==> src/rtl/serial_coef_mult.sv <==
module serial_coef_mult #(
  parameter int N = 8
) (
  input  logic         clk,
  input  logic         rst_n,
  input  logic [N-1:0] coef,
  input  logic         in_valid,
  input  logic         in_start,
  input  logic         in_bit,
  output logic         prod_valid,
  output logic         prod_bit
);

  logic [N-1:0] op_in, vld_in, clr_in, ps_in, ps_q;

  assign op_in[0]  = in_bit;
  assign vld_in[0] = in_valid;
  assign clr_in[0] = in_start & in_valid;

  for (genvar i = 0; i < N; i++) begin : g_cell
    logic cclk, pp, bb, cc, s, cy, carry_q, ps_r;

    assign cclk = (i % 2 == 0) ? ~clk : clk;
    assign pp   = coef[i] & op_in[i];
    assign bb   = ps_in[i] & ~clr_in[i];
    assign cc   = carry_q & ~clr_in[i];
    assign s    = pp ^ bb ^ cc;
    assign cy   = (pp & bb) | (pp & cc) | (bb & cc);

    always_ff @(posedge cclk) begin
      if (!rst_n) begin
        ps_r    <= 1'b0;
        carry_q <= 1'b0;
      end else if (vld_in[i]) begin
        ps_r    <= s;
        carry_q <= cy;
      end
    end
    assign ps_q[i] = ps_r;

    if (i == N - 1) begin : g_end
      assign ps_in[i] = 1'b0;
    end else begin : g_fwd
      logic op_r, vld_r, clr_r;
      always_ff @(posedge cclk) begin
        if (!rst_n) begin
          op_r  <= 1'b0;
          vld_r <= 1'b0;
          clr_r <= 1'b0;
        end else begin
          op_r  <= op_in[i];
          vld_r <= vld_in[i];
          clr_r <= clr_in[i];
        end
      end
      assign op_in[i+1]  = op_r;
      assign vld_in[i+1] = vld_r;
      assign clr_in[i+1] = clr_r;
      assign ps_in[i]    = ps_q[i+1];
    end
  end

  always_ff @(negedge clk) begin
    if (!rst_n) prod_valid <= 1'b0;
    else        prod_valid <= in_valid;
  end

  assign prod_bit = ps_q[0];


  valid_follow_chk: assert property (@(negedge clk) disable iff (!rst_n)
    in_valid |=> prod_valid);


  no_spurious_chk: assert property (@(negedge clk) disable iff (!rst_n)
    !in_valid |=> !prod_valid);


  restart_low_bit_chk: assert property (@(negedge clk) disable iff (!rst_n)
    (in_valid && in_start) |=> (prod_bit == ($past(coef[0]) & $past(in_bit))));


  stall_hold_chk: assert property (@(negedge clk) disable iff (!rst_n)
    !in_valid |=> $stable(prod_bit));

endmodule

==> config.mk <==
export PLATFORM = sky130hd
export DESIGN_NAME = serial_coef_mult
export DESIGN_NICKNAME = d
export VERILOG_FILES = /design/src/rtl/serial_coef_mult.sv
export SDC_FILE = /design/constraint.sdc
export NUM_CORES = 1
export LEC_CHECK = 0
export BUFFER_PORTS_ARGS = -buffer_cell sky130_fd_sc_hd__buf_2
export CELL_PAD_IN_SITES_DETAIL_PLACEMENT = 1
export CELL_PAD_IN_SITES_GLOBAL_PLACEMENT = 2
export CORE_AREA = 2 2 69 64
export DETAILED_ROUTE_END_ITERATION = 10
export DIE_AREA = 0 0 71 66
export GPL_ROUTABILITY_DRIVEN = 0
export PLACE_DENSITY = 0.72
export SLEW_MARGIN = 20
export SYNTH_ARGS = -nofsm -noshare
export SYNTH_HDL_FRONTEND = slang
export SYNTH_SLANG_ARGS = --single-unit
==> constraint.sdc <==
create_clock -name clk -period 2 [get_ports clk]
set_input_delay 0.1 -clock clk [delete_from_list [all_inputs] [get_ports clk]]
set_output_delay 0.1 -clock clk [all_outputs]
set_load 0.01 [all_outputs]
# After elaboration in Yosys (flattened, before gate mapping)
# Index checks and enable logic that the tools add are counted.
[word_totals]
register_bits = 37
in_bits = 13
out_inout_bits = 2
word_cells = 120
[op_classes]
bitwise_logic = 83
[ops]
columns = ["op", "count"]
rows = [
  ["AND 1 bit", 46],
  ["XOR 1 bit", 15],
  ["bitwise OR 1 bit", 14],
  ["NOT 1 bit", 8],
]

# Depth between registers and ports, before layout
[logic_depth]
ltp_word = 6
depth_mapped = 4
ltp_nobuf = 4

==> impl_metrics.env <==
export IMPL_r2r_start="g_cell[2].g_fwd.op_r$_SDFF_NN0_"
export IMPL_synth_distinct_cells=11
export IMPL_ff2ff_setup_slack_ns=-0.50
export IMPL_setup_violations=14
export IMPL_hp_start="rst_n"
export IMPL_grt_first_pass_wirelength_mm=4.86
export IMPL_clock_sink_count=37
export IMPL_antenna_cells=0
export IMPL_netlist_area_um2=1460
export IMPL_avgSynthCellArea_um2=11.7
export IMPL_wirelength_mm=2.74
export IMPL_grt_usage_pct=13.8
export IMPL_fin_util_pct=49.4
export IMPL_design_area_um2=1970
export IMPL_die_h_um=66
export IMPL_vias=952
export IMPL_leakagePower_nw=0.901
export IMPL_slew_violations=0
export IMPL_slew_headroom_pct=85.7
export IMPL_viasPerCell=4.35
export IMPL_firstDrtPassIters=2
export IMPL_route_detailed_drc=0
export IMPL_final_nets=191
export IMPL_max_cap_violations=0
export IMPL_arrival_ns=2.68
export IMPL_wl_per_cell_um=12.5
export IMPL_fillers=443
export IMPL_gr_total_overflow=0
export IMPL_path_max_fanout=2
export IMPL_htreeDepth=2
export IMPL_required_ns=2.18
export IMPL_hold_end="g_cell[1].g_fwd.clr_r$_SDFF_PN0_"
export IMPL_ys_seq_elements=37
export IMPL_boundaryPins=15
export IMPL_holdPathStages=2
export IMPL_place_area_um2=1710
export IMPL_hpwlAfterDp_mm=1.91
export IMPL_outcome="finished, violations left"
export IMPL_reg2reg_to="g_cell[3].ps_r$_SDFFE_PN0P_"
export IMPL_yosys_warnings=0
export IMPL_first_global_vias=1023
export IMPL_core_area_um2=3990
export IMPL_ant_nets=0
export IMPL_die_w_um=71
export IMPL_worstMarginPinSlew_ns=0.209
export IMPL_ys_seq_area_share_pct=50.6
export IMPL_start_util_pct=36.6
export IMPL_synth_cells=125
export IMPL_io_buffers=14
export IMPL_cts_tree="built"
export IMPL_violations="negative setup slack"
export IMPL_startpoint="g_cell[2].g_fwd.op_r$_SDFF_NN0_"
export IMPL_rsz0062_at_grt="true"
export IMPL_hold_path_class="input port to flip-flop"
export IMPL_grt_antenna_before_repair=0
export IMPL_worst_setup_path_end_kind="flip-flop"
export IMPL_multi_input_area_um2=835
export IMPL_clockRootBuffer="clkbuf_8"
export IMPL_path_class="flip-flop to flip-flop"
export IMPL_p_per_area_nw_per_um2=760
export IMPL_rows=22
export IMPL_ir_drop_uv=419
export IMPL_startpoint_type="flip-flop"
export IMPL_seq_area_um2=768
export IMPL_die_area_um2=4690
export IMPL_clockBufferDepth=2
export IMPL_hold_viol=0
export IMPL_final_cell_mix="and2_1, dfxtp_1, inv_1"
export IMPL_synth_fp_nets=146
export IMPL_clk_pin_slew_ns=0.07
export IMPL_r2r_cells=4
export IMPL_synthToLayoutAreaGrowth_pct=34.9
export IMPL_fin_skew_ns=0.0733
export IMPL_insertion_delay_ns=0.35
export IMPL_drt_iter0_markers=24
export IMPL_cts_buffers=5
export IMPL_fin_ws_ns=-0.505
export IMPL_grt_max_degree=19
export IMPL_drive_above_1_share_pct=42.7
[timing repair]
action	4_1_cts	5_1_grt
gates cloned	0	0
resized for setup	16	13
hold buffers	0	0
setup buffers	1	1
pin swaps	3	3
endpoints found under the setup margin	16	16
[per-stage QoR]
stage / cells / power, mW / setup TNS (ns) / hold WS, ns / setup slack (ns)
after floorplan: 125 / 0.861 / -2.76 / 0.228 / -0.277
after global placement: 190 / 0.893 / -3.33 / 0.479 / -0.349
after detailed placement: 190 / 0.894 / -3.79 / 0.481 / -0.353
after CTS: 218 / 1.53 / -3.94 / 0.175 / -0.517
after global routing: 219 / 1.61 / -4.53 / 0.178 / -0.548
final: 219 / 1.50 / -3.72 / 0.183 / -0.505
[registers in the layout, summed over array words and instances (netlist names)]
name / flops
g_cell.carry_q: 8
g_cell.g_fwd.clr_r: 7
g_cell.g_fwd.op_r: 7
g_cell.g_fwd.vld_r: 6
g_cell.ps_r: 7
prod_bit: 1
prod_valid: 1
[metal layers]
metal  track usage, %  routed length [um]  vias to the layer above
met5                0                   0                        -
met3             5.18                 106                        4
met1             16.2                1220                      454
li1                 -                   -                      482
met4             5.42                  28                        0
met2             22.8                1390                       12
[logic make-up after synthesis]
group,Yosys count,synth area share [%]
adder cells (fa/ha/maj),8,10.4
multiplexers,16,10.9
AO/OA/AOI/OAI,2,1.03
AND/OR/NAND/NOR,58,25.7
buffers and inverters,4,1.28
flip-flops,37,50.6
[worst max-delay path: stages (launching register included)]
cell	delay, ns
dfxtp_2	0.30
and2_4	0.13
fa_1	0.48
mux2i_1	0.22
and2b_1	0.21
[power by group]
part	total, mW	leakage (nW)	internal, mW	switching [mW]
clock network	0.684	0.154	0.327	0.357
registers	0.758	0.308	0.748	0.0101
logic	0.0586	0.440	0.0342	0.0243
total	1.50	0.901	1.11	0.391
[worst max-delay path by stage]
stage	to	slack, ns	cells past startpoint
floorplan	prod_bit$_SDFFE_NN0P_	-0.28	4
global route	g_cell[3].ps_r$_SDFFE_PN0P_	-0.55	4
global placement	prod_bit$_SDFFE_NN0P_	-0.35	4
finish	g_cell[3].ps_r$_SDFFE_PN0P_	-0.50	4
CTS	g_cell[3].ps_r$_SDFFE_PN0P_	-0.52	4
detailed placement	g_cell[4].ps_r$_SDFFE_NN0P_	-0.35	4
[synthesized netlist by cell type]
master / number / area share (%)
nor2b_1: 19 / 8.1
ha_1: 1 / 0.86
a21boi_0: 2 / 1.0
and2b_1: 10 / 5.1
dfxtp_1: 37 / 51
mux2i_1: 16 / 11
clkbuf_2: 3 / 1.0
fa_1: 7 / 9.6
and3_1: 1 / 0.43
inv_1: 1 / 0.26
and2_1: 28 / 12
[area by class of cell]
cell class	instances	share of cell area (%)
clock buffers	6	4.19
clock inverters	22	4.31
multi-input cells	84	42.3
flip-flops and latches	37	38.9
well taps	48	3.04
repair buffers	22	7.23
No activity file was read; power rests on OpenSTA's default activity.
